===== config.mk =====
export PLATFORM = sky130hd
export DESIGN_NAME = ivl_recorder
export DESIGN_NICKNAME = d
export VERILOG_FILES = /design/src/rtl/ivl_pkg.sv /design/src/rtl/ivl_line_hash.sv /design/src/rtl/ivl_sig_bank.sv /design/src/rtl/ivl_frame_buf.sv /design/src/rtl/ivl_recorder.sv
export SDC_FILE = /design/constraint.sdc
export NUM_CORES = 2
export LEC_CHECK = 0
export CAP_MARGIN = 0
export CELL_PAD_IN_SITES_DETAIL_PLACEMENT = 0
export CELL_PAD_IN_SITES_GLOBAL_PLACEMENT = 2
export CORE_MARGIN = 4
export CORE_UTILIZATION = 44
export CTS_BUF_LIST = sky130_fd_sc_hd__clkbuf_2
export DETAILED_ROUTE_END_ITERATION = 10
export GPL_ROUTABILITY_DRIVEN = 0
export HOLD_SLACK_MARGIN = 0.05
export PLACE_DENSITY_LB_ADDON = 0.1
export SYNTH_ARGS = -nofsm -noshare
export SYNTH_HDL_FRONTEND = slang
export SYNTH_SLANG_ARGS = --single-unit

===== constraint.sdc =====
create_clock -name clk -period 6.62 [get_ports clk]
set_clock_uncertainty 0.2 [all_clocks]
set_input_delay 1.324 -clock clk [delete_from_list [all_inputs] [get_ports clk]]
set_output_delay 1.324 -clock clk [all_outputs]
set_load 0.02 [all_outputs]

===== src/rtl/ivl_pkg.sv =====
package ivl_pkg;
   localparam int unsigned SEQ_W = 16;
   localparam int unsigned TS_W  = 32;

   typedef struct packed {
      logic [SEQ_W-1:0] seq;
      logic [TS_W-1:0]  ts;
   } ivl_frame_t;

   typedef enum logic [0:0] {
      SIG_RD = 1'b0,
      SIG_WR = 1'b1
   } sig_kind_e;
endpackage


===== src/rtl/ivl_line_hash.sv =====
module ivl_line_hash #(
   parameter int unsigned ADDR_W   = 32,
   parameter int unsigned LINE_OFF = 6,
   parameter int unsigned IDX_W    = 9
) (
   input  logic [ADDR_W-1:0] addr,
   output logic [IDX_W-1:0]  idx0,
   output logic [IDX_W-1:0]  idx1
);
   localparam int unsigned LINE_W = ADDR_W - LINE_OFF;

   generate
      if (LINE_W < 2 * IDX_W) begin : g_bad_width
         $error("ivl_line_hash: line address narrower than two indices");
      end
   endgenerate

   logic [LINE_W-1:0] line;

   always_comb begin
      line = addr[ADDR_W-1:LINE_OFF];
      idx0 = line[IDX_W-1:0];
      idx1 = line[2*IDX_W-1:IDX_W] ^ line[IDX_W-1:0];
   end
endmodule


===== src/rtl/ivl_sig_bank.sv =====
module ivl_sig_bank #(
   parameter int unsigned SIG_BITS = 512,
   parameter int unsigned IDX_W    = $clog2(SIG_BITS)
) (
   input  logic             clk,
   input  logic             rst_n,
   input  logic             clr,
   input  logic             ins,
   input  logic [IDX_W-1:0] ins_i0,
   input  logic [IDX_W-1:0] ins_i1,
   input  logic [IDX_W-1:0] tst_i0,
   input  logic [IDX_W-1:0] tst_i1,
   output logic             hit
);
   generate
      if (SIG_BITS != (1 << IDX_W)) begin : g_bad_size
         $error("ivl_sig_bank: SIG_BITS must equal 2**IDX_W");
      end
   endgenerate

   logic [SIG_BITS-1:0] sig_q;
   logic [SIG_BITS-1:0] sig_d;
   logic [SIG_BITS-1:0] ins_mask;

   always_comb begin
      ins_mask = '0;
      if (ins) begin
         ins_mask[ins_i0] = 1'b1;
         ins_mask[ins_i1] = 1'b1;
      end
      sig_d = (clr ? '0 : sig_q) | ins_mask;
      hit   = sig_q[tst_i0] & sig_q[tst_i1];
   end

   always_ff @(posedge clk) begin
      if (!rst_n) sig_q <= '0;
      else        sig_q <= sig_d;
   end

   assert_insert_member_R1: assert property (@(posedge clk) disable iff (!rst_n)
      ins |=> (sig_q[$past(ins_i0)] && sig_q[$past(ins_i1)]));

   assert_clear_empty_R5: assert property (@(posedge clk) disable iff (!rst_n)
      (clr && !ins) |=> ($countones(sig_q) == 0));

   assert_keep_bits_R9: assert property (@(posedge clk) disable iff (!rst_n)
      (!clr && !ins) |=> $stable(sig_q));
endmodule


===== src/rtl/ivl_frame_buf.sv =====
module ivl_frame_buf
   import ivl_pkg::*;
(
   input  logic       clk,
   input  logic       rst_n,
   input  logic       load,
   input  ivl_frame_t din,
   output logic       can_load,
   output logic       out_valid,
   input  logic       out_ready,
   output ivl_frame_t dout
);
   logic       full_q;
   ivl_frame_t data_q;

   assign can_load  = !full_q || out_ready;
   assign out_valid = full_q;
   assign dout      = data_q;

   always_ff @(posedge clk) begin
      if (!rst_n) begin
         full_q <= 1'b0;
         data_q <= '0;
      end else if (load) begin
         full_q <= 1'b1;
         data_q <= din;
      end else if (out_ready) begin
         full_q <= 1'b0;
      end
   end

   assert_hold_frame_R6: assert property (@(posedge clk) disable iff (!rst_n)
      (out_valid && !out_ready) |=> (out_valid && $stable(dout)));

   assert_load_when_free_R8: assert property (@(posedge clk) disable iff (!rst_n)
      load |-> can_load);
endmodule


===== src/rtl/ivl_recorder.sv =====
module ivl_recorder
   import ivl_pkg::*;
#(
   parameter int unsigned ADDR_W   = 32,
   parameter int unsigned LINE_OFF = 6,
   parameter int unsigned SIG_BITS = 512
) (
   input  logic              clk,
   input  logic              rst_n,
   input  logic              mem_vld,
   input  logic [ADDR_W-1:0] mem_addr,
   input  logic              mem_is_store,
   input  logic              snp_vld,
   input  logic [ADDR_W-1:0] snp_addr,
   input  logic              snp_inv,
   output logic              snp_ready,
   input  logic [TS_W-1:0]   ts_in,
   output logic              log_valid,
   input  logic              log_ready,
   output logic [SEQ_W-1:0]  log_seq,
   output logic [TS_W-1:0]   log_ts
);
   localparam int unsigned IDX_W  = $clog2(SIG_BITS);
   localparam int unsigned N_SIGS = 2;

   generate
      if (LINE_OFF >= ADDR_W) begin : g_bad_off
         $error("ivl_recorder: LINE_OFF must be below ADDR_W");
      end
   endgenerate

   logic [IDX_W-1:0] m_i0, m_i1, s_i0, s_i1;
   logic [N_SIGS-1:0] sig_hit;
   logic [N_SIGS-1:0] sig_ins;
   logic              conflict, term, buf_can_load;
   logic [SEQ_W-1:0]  seq_q;
   ivl_frame_t        frame_in, frame_out;

   ivl_line_hash #(.ADDR_W(ADDR_W), .LINE_OFF(LINE_OFF), .IDX_W(IDX_W)) u_mhash (
      .addr(mem_addr), .idx0(m_i0), .idx1(m_i1));

   ivl_line_hash #(.ADDR_W(ADDR_W), .LINE_OFF(LINE_OFF), .IDX_W(IDX_W)) u_shash (
      .addr(snp_addr), .idx0(s_i0), .idx1(s_i1));

   assign sig_ins[SIG_RD] = mem_vld && !mem_is_store;
   assign sig_ins[SIG_WR] = mem_vld &&  mem_is_store;

   generate
      for (genvar g = 0; g < N_SIGS; g++) begin : g_sig
         ivl_sig_bank #(.SIG_BITS(SIG_BITS), .IDX_W(IDX_W)) u_bank (
            .clk(clk), .rst_n(rst_n), .clr(term), .ins(sig_ins[g]),
            .ins_i0(m_i0), .ins_i1(m_i1), .tst_i0(s_i0), .tst_i1(s_i1),
            .hit(sig_hit[g]));
      end
   endgenerate

   always_comb begin
      conflict  = snp_vld && (sig_hit[SIG_WR] || (snp_inv && sig_hit[SIG_RD]));
      term      = conflict && buf_can_load;
      snp_ready = !conflict || buf_can_load;
      frame_in.seq = seq_q;
      frame_in.ts  = ts_in;
   end

   always_ff @(posedge clk) begin
      if (!rst_n)    seq_q <= '0;
      else if (term) seq_q <= seq_q + 1'b1;
   end

   ivl_frame_buf u_fbuf (
      .clk(clk), .rst_n(rst_n), .load(term), .din(frame_in),
      .can_load(buf_can_load), .out_valid(log_valid), .out_ready(log_ready),
      .dout(frame_out));

   assign log_seq = frame_out.seq;
   assign log_ts  = frame_out.ts;

   assert_frame_content_R4: assert property (@(posedge clk) disable iff (!rst_n)
      term |=> (log_valid && log_seq == $past(seq_q) && log_ts == $past(ts_in)));

   assert_seq_step_R5: assert property (@(posedge clk) disable iff (!rst_n)
      term |=> (seq_q == $past(seq_q) + 1'b1));

   assert_backpressure_R6: assert property (@(posedge clk) disable iff (!rst_n)
      !snp_ready |-> (log_valid && !log_ready));

   assert_seq_hold_R9: assert property (@(posedge clk) disable iff (!rst_n)
      !term |=> $stable(seq_q));
endmodule


* Yosys cells after proc, flatten, opt, wreduce, memory -nomap -nowiden
Index checks and enable logic that the tools add are counted.
** Storage, ports and cells
- Word-level logic and storage cells :: 52
- Register bits :: 1089
- Bits of input ports :: 103
** Operators by class
- Mux-type cells :: 18
- $lt $le $gt $ge :: 6
- $add $sub $neg :: 1
- Reduce and logical (&&, ||, !) cells :: 14
- Bitwise logic cells :: 7
** Operator list (number)
- $mux W512 :: 4
- $or A512 B512 Y512 :: 3
- $lt A9 B10 Y1 const B :: 4
- $bmux W1 S9 :: 4
- $demux W1 S9 :: 2
- $ge A9 B1 Y1 const B :: 2
- $xor A9 B9 Y9 :: 2
- $add A16 B1 Y16 const B :: 1
- $mux W1 :: 8
- $logic_and A1 B1 Y1 :: 7
- $logic_not A1 Y1 :: 3
- $logic_or A1 B1 Y1 :: 3
- $and A1 B1 Y1 :: 2
- $reduce_bool A2 Y1 :: 1

* Longest topological paths before layout
- Depth in word-level cells :: 10
- Gate-level depth with buffers :: 20
- Gate-level depth less buffers :: 10

* By module
A second synthesis with hierarchy kept.
** Second synthesis, totals
- Cell total of the unflattened synthesis :: 8168
- Area, all modules :: 70189.8 µm²
** Modules (own cells, without submodules)
- ivl_sig_bank at g_sig[0].u_bank :: seq. area each 10249.8 µm², cells an instance 3942, instances 1, area each 33636.0 µm²
- ivl_sig_bank at g_sig[1].u_bank :: seq. area each 10249.8 µm², cells an instance 3942, instances 1, area each 33584.7 µm²
- ivl_frame_buf :: seq. area each 980.9 µm², cells an instance 159, instances 1, area each 1864.3 µm²
- ivl_recorder :: seq. area each 320.3 µm², cells an instance 89, instances 1, area each 812.0 µm²
- ivl_line_hash :: seq. area each 0.0 µm², cells an instance 18, instances 2, area each 146.4 µm²

* Least setup slack after synthesis
No wires, ideal clock.
- Path kind :: input -> output
- From :: in snp_addr[8]
- To :: out snp_ready
- Required time :: 5.096 ns
- Stages :: 15
- Arrival :: 4.304 ns
- Setup slack :: 0.792 ns
- Cells stage by stage :: buf_4 > buf_6 > buf_4 > buf_4 > buf_4 > buf_4 > mux2i_1 > a22oi_1 > nand3_1 > a311o_1 > o2111ai_1 > nor4bb_1 > nand3_1 > and2_1 > or2_2
** Between the ends
- Longest elaborated chain between the ends :: 9
** Ends and longest elaborated chain
- start, declared :: line ivl_recorder.sv:14 : input logic [ADDR_W-1:0] snp_addr,
- $xor A9 B9 Y9 :: line ivl_line_hash.sv:23 : idx1 = line[2*IDX_W-1:IDX_W] ^ line[IDX_W-1:0];
- $bmux W1 S9 :: line ivl_sig_bank.sv:32 : hit = sig_q[tst_i0] & sig_q[tst_i1];
- $mux W1 (not written as such) :: line ivl_sig_bank.sv:32
- $and A1 B1 Y1 :: line ivl_sig_bank.sv:32
- $logic_and A1 B1 Y1 :: line ivl_recorder.sv:58 : conflict = snp_vld && (sig_hit[SIG_WR] || (snp_inv && sig_hit[SIG_RD]));
- $logic_or A1 B1 Y1 (*) :: line ivl_recorder.sv:58
- $logic_and A1 B1 Y1 (*) :: line ivl_recorder.sv:58
- $logic_not A1 Y1 (*) :: line ivl_recorder.sv:60 : snp_ready = !conflict || buf_can_load;
- $logic_or A1 B1 Y1 (*) :: line ivl_recorder.sv:60
- end, declared :: line ivl_recorder.sv:16 : output logic snp_ready,
Every way passes the cells marked *; elsewhere a longest branch is shown, timed or not. The select of a mux whose other input is x is not followed.

* Final worst setup path
- From :: in snp_addr[21]
- To :: out snp_ready
** Between the ends
- Longest elaborated chain between the ends :: 9
** Ends and longest elaborated chain (line)
- $xor A9 B9 Y9 (*) :: ivl_line_hash.sv:23
- $bmux W1 S9 :: ivl_sig_bank.sv:32
- $mux W1 (not written as such) :: ivl_sig_bank.sv:32
- $and A1 B1 Y1 :: ivl_sig_bank.sv:32
- $logic_and A1 B1 Y1 :: ivl_recorder.sv:58
- $logic_or A1 B1 Y1 (*) :: ivl_recorder.sv:58
- $logic_and A1 B1 Y1 (*) :: ivl_recorder.sv:58
- $logic_not A1 Y1 (*) :: ivl_recorder.sv:60
- $logic_or A1 B1 Y1 (*) :: ivl_recorder.sv:60
Marked as above.

==> metrics.md <==
| Metric | Value |
|---|---|
| Post-DRT Antenna Nets | `0` |
| Max cap viols | `0` |
| PwrDens | `roughly 220 mW/mm2` |
| Final Critical Period | `around 6.7 ns` |
| Levels on crit path | `15` |
| Critical R2R Launch | `g_sig[0].u_bank.sig_q[365]` |
| Drt pass-1 iters | `9` |
| WL met2 | `110000 um` |
| Synth Instances | `4902` |
| Final worst-path cycle share | `1.01` |
| Post-synthesis xor/xnor area fraction | `0.00575` |
| Worst-Skew Late Latency | `approximately 1.8 ns` |
| DR vias | `~53000` |
| Met3 wire len | `33500 um` |
| First-pass GRT wire length | `378000 um` |
| Top cells by area, synth | `dfxtp_1 39%, mux4_2 19%, o2bb2ai_1 16%` |
| Clk buf depth | `4` |
| Pin count of the biggest net entering global routing | `139` |
| Syn_nets | `between 5000 and 6000` |
| Critical path class | `in -> out` |
| Initial Util | `0.443` |
| Yosys reg bits | `roughly 1100` |
| Io pins | `~150` |
| Max-slew violation count | `0` |
| Initial antenna violation count | `12` |
| H-tree depth | `5` |
| # DRC | `0` |
| Asr flop ratio synth | `0` |
| # port buffers | `124` |
| FILL cells | `between 10000 and 15000` |
| Failing checks | `negative setup slack` |
| Synth Area in Simple Gates | `0.0489` |
| Peak supply drop | `between 0.0002 and 0.00025 V` |
| CP Buf/Inv Count | `5` |
| Via/cell ratio | `7.24` |
| Fin. Hold Viols | `0` |
| CP Launch Type | `primary input` |
| Clk slew on worst S/H paths | `0.10 ns` |
| Worst setup EP type | `output pin` |
| Post-synth top area share | `0.392` |
| Critical-path cell list | `clkdlybuf4s50_1, buf_4, xnor2_2, nor3_1, buf_4, o221a_2, a21oi_1, a31oi_2, a221o_2, o311ai_4, buf_6, nand3_2, and2_4, or2_4, buf_6` |
| Final cell count without fillers | `7263` |
| Die area | `around 0.13 mm2` |
| Top Layer Used | `met5` |
| Main flop type after synthesis | `dfxtp_1` |
| Unique masters post-synth | `74` |
| Sequential share of the synthesized area | `0.392` |
| Synthesized cell area | `about 0.056 mm2` |
| Die Ht | `364 um` |
| Vias in the first global route | `50800` |
| Outcome | `complete, but fails checks` |
| Tightest Pin Transition | `roughly 1.4 ns` |
| Dpl cells | `~6700` |
| Violation count after the first detailed-route iteration | `8052` |
| Area Growth Syn to Fin | `18.6%` |
| Final instance area | `about 0.066 mm2` |
| Wire length per cell | `roughly 37 um` |
| Core area | `0.126 mm2` |
| Worst path max stage delay | `roughly 0.94 ns` |
| Critical path required time | `a little over 5 ns` |
| R2r worst-path depth | `16` |
| Clk sinks | `1089` |
| Post-synth EDFFs | `0` |
| Critical Path AT | `slightly above 5 ns` |
| Dpl hpwl | `roughly 180000 um` |
| Largest delay share family, worst path | `compound AO/OA/AOI/OAI gates` |
| Final WL | `roughly 270000 um` |
| Hold/Removal Path Class | `in -> reg` |
| Flop2flop setup slack | `2.15 ns` |
| Global Route Usage Sum | `0.393` |
| Synth Area in Compound Gates | `0.278` |
| Min setup slack post-route | `-0.0418 ns` |
| Cell Area, Placed | `a little over 0.06 mm2` |
| Max transition margin | `0.0583` |
| Share of cells above drive strength 1 | `0.311` |
| Nets | `~5500` |
| Setup TNS | `-0.0418 ns` |
| Yosys warning total | `0` |
| CP max FO | `7` |
| RR Endpoint | `g_sig[1].u_bank.sig_q[243]` |
| F_max | `150 MHz` |
| Largest family of logic cells by synthesized area | `compound AO/OA/AOI/OAI gates` |
| Yosys top cell by area | `dfxtp_1` |
| CTS tree | `yes` |
| Final setup vio count | `1` |
| Crit path max-delay cell type | `xnor2_2` |
| Post-Synth Adder-Cell Area | `0.000225` |
| P_leak | `21.7 nW` |
| TritonCTS Buffers | `approximately 320` |
| Syn avg cell area | `roughly 11 um2` |
| Total grt overflow | `0` |
| Setup crit end | `snp_ready` |
| Root Buffer | `clkbuf_2` |
| Crit path launch | `snp_addr[21]` |
| WL met1 | `about 100000 um` |
| Die W | `around 360 um` |
| Row count | `130` |
| Mux contribution to synthesized area | `0.222` |
## worst min-delay path by stage
stage	from	depth (start not counted)	slack, ns	to
2_1_floorplan	seq_q[15]	2	0.24	seq_q[15]
3_3_place_gp	u_fbuf.dout[29]	2	0.25	u_fbuf.dout[29]
3_5_place_dp	u_fbuf.dout[32]	2	0.26	u_fbuf.dout[32]
4_1_cts	mem_vld	3	0.08	g_sig[1].u_bank.sig_q[345]
5_1_grt	mem_vld	3	0.12	g_sig[1].u_bank.sig_q[345]
6_report	mem_vld	3	0.23	g_sig[1].u_bank.sig_q[345]
## metrics by stage
step | worst slack, ns | total power [mW] | util | hold slack [ns]
4_1_cts | 0.00696 | 14.2 | 0.523 | 0.0808
3_3_place_gp | -1.53 | 9.20 | 0.496 | 0.252
5_1_grt | -0.0561 | 14.7 | 0.525 | 0.125
6_report | -0.0418 | 14.3 | 0.525 | 0.234
3_5_place_dp | -1.29 | 9.20 | 0.496 | 0.258
2_1_floorplan | 0.792 | 7.90 | - | 0.239
## synth_stat cells (16+ instances only)
cell and number:
nand4_1 29, o21ai_0 70, buf_1 18, a21oi_1 93
buf_4 42, nand2_1 181, dfxtp_1 1089, mux4_2 480
buf_6 40, a211oi_1 17, nand3_1 115, buf_2 133
o22ai_1 24, nor2_1 141, nor3_1 31, nand2b_1 29
a22oi_1 580, clkbuf_1 385, o2bb2ai_1 1025, mux2i_1 150
xnor2_1 16
## cells by family (layout without fill, tap and decap cells)
logic type                 after synthesis  in the layout
AOI/OAI and AO/OA                     1935           1935
DFF                                   1089           1089
muxes                                  635            635
buffers and inverters                  622           1321
and+or+nand+nor                        586            586
xor gates and xnor gates                34             34
adders and majority gates                1              1
other                                    0             12
## tightest hold or removal path, cell delays in order
cell             delay, ns
clkdlybuf4s50_1       0.47
nand3_4               0.25
o2bb2ai_1             0.08
## state kept, by name, indices dropped and copies added, names as in the netlist
name / flops
seq_q: 16
u_fbuf.out_valid: 1
g_sig.u_bank.sig_q: 1024
u_fbuf.dout: 48
## placed cells by master, fill, tap and decap left out, types with 21 or more instances in the layout
cell / count
clkinv_1: 41
clkbuf_2: 461
nor2_4: 27
a22oi_1: 576
clkdlybuf4s50_1: 115
mux2i_1: 146
dfxtp_1: 1083
o21ai_0: 68
nand4_1: 29
nor3_1: 23
buf_4: 522
dlygate4sd3_1: 32
nand2b_1: 29
a21oi_1: 91
o2bb2ai_1: 1025
buf_12: 100
o22ai_1: 21
nand2_1: 180
nor2_1: 105
mux4_2: 480
nand3_1: 112
## where the power goes
group | total [mW] | internal, mW | switching, mW
Sequential | 6.59 | 6.57 | 0.0172
Clock | 5.02 | 1.94 | 3.07
Combinational | 2.69 | 0.936 | 1.76
## cell type report
class	instances	area, um2	area share
multi-input combinational	3191	31700	0.480
sequential	1089	21800	0.330
timing repair buffer	799	7850	0.119
clock buffer	461	2310	0.0349
tap	1650	2060	0.0313
clock inverter	57	304	0.00460
antenna	12	30.0	0.000455
inverter	4	15.0	0.000227
## layer usage
layer | track usage | vias up
met2 | 0.552 | 3954
met3 | 0.125 | 917
met5 | 0.00690 | -
met1 | 0.527 | 26300
li1 | - | 21400
met4 | 0.237 | 8
## what timing repair did
item / 4_1_cts / 5_1_grt
gates resized for setup: 85 / 32
setup endpoints to repair: 1 / 1
buffers inserted: 18 / 7
hold buffers: 32 / 0
pin swaps: 26 / 11
endpoints found under the hold margin: 32 / 0
gates cloned: 2 / 1
No activity file was read; power rests on OpenSTA's default activity.
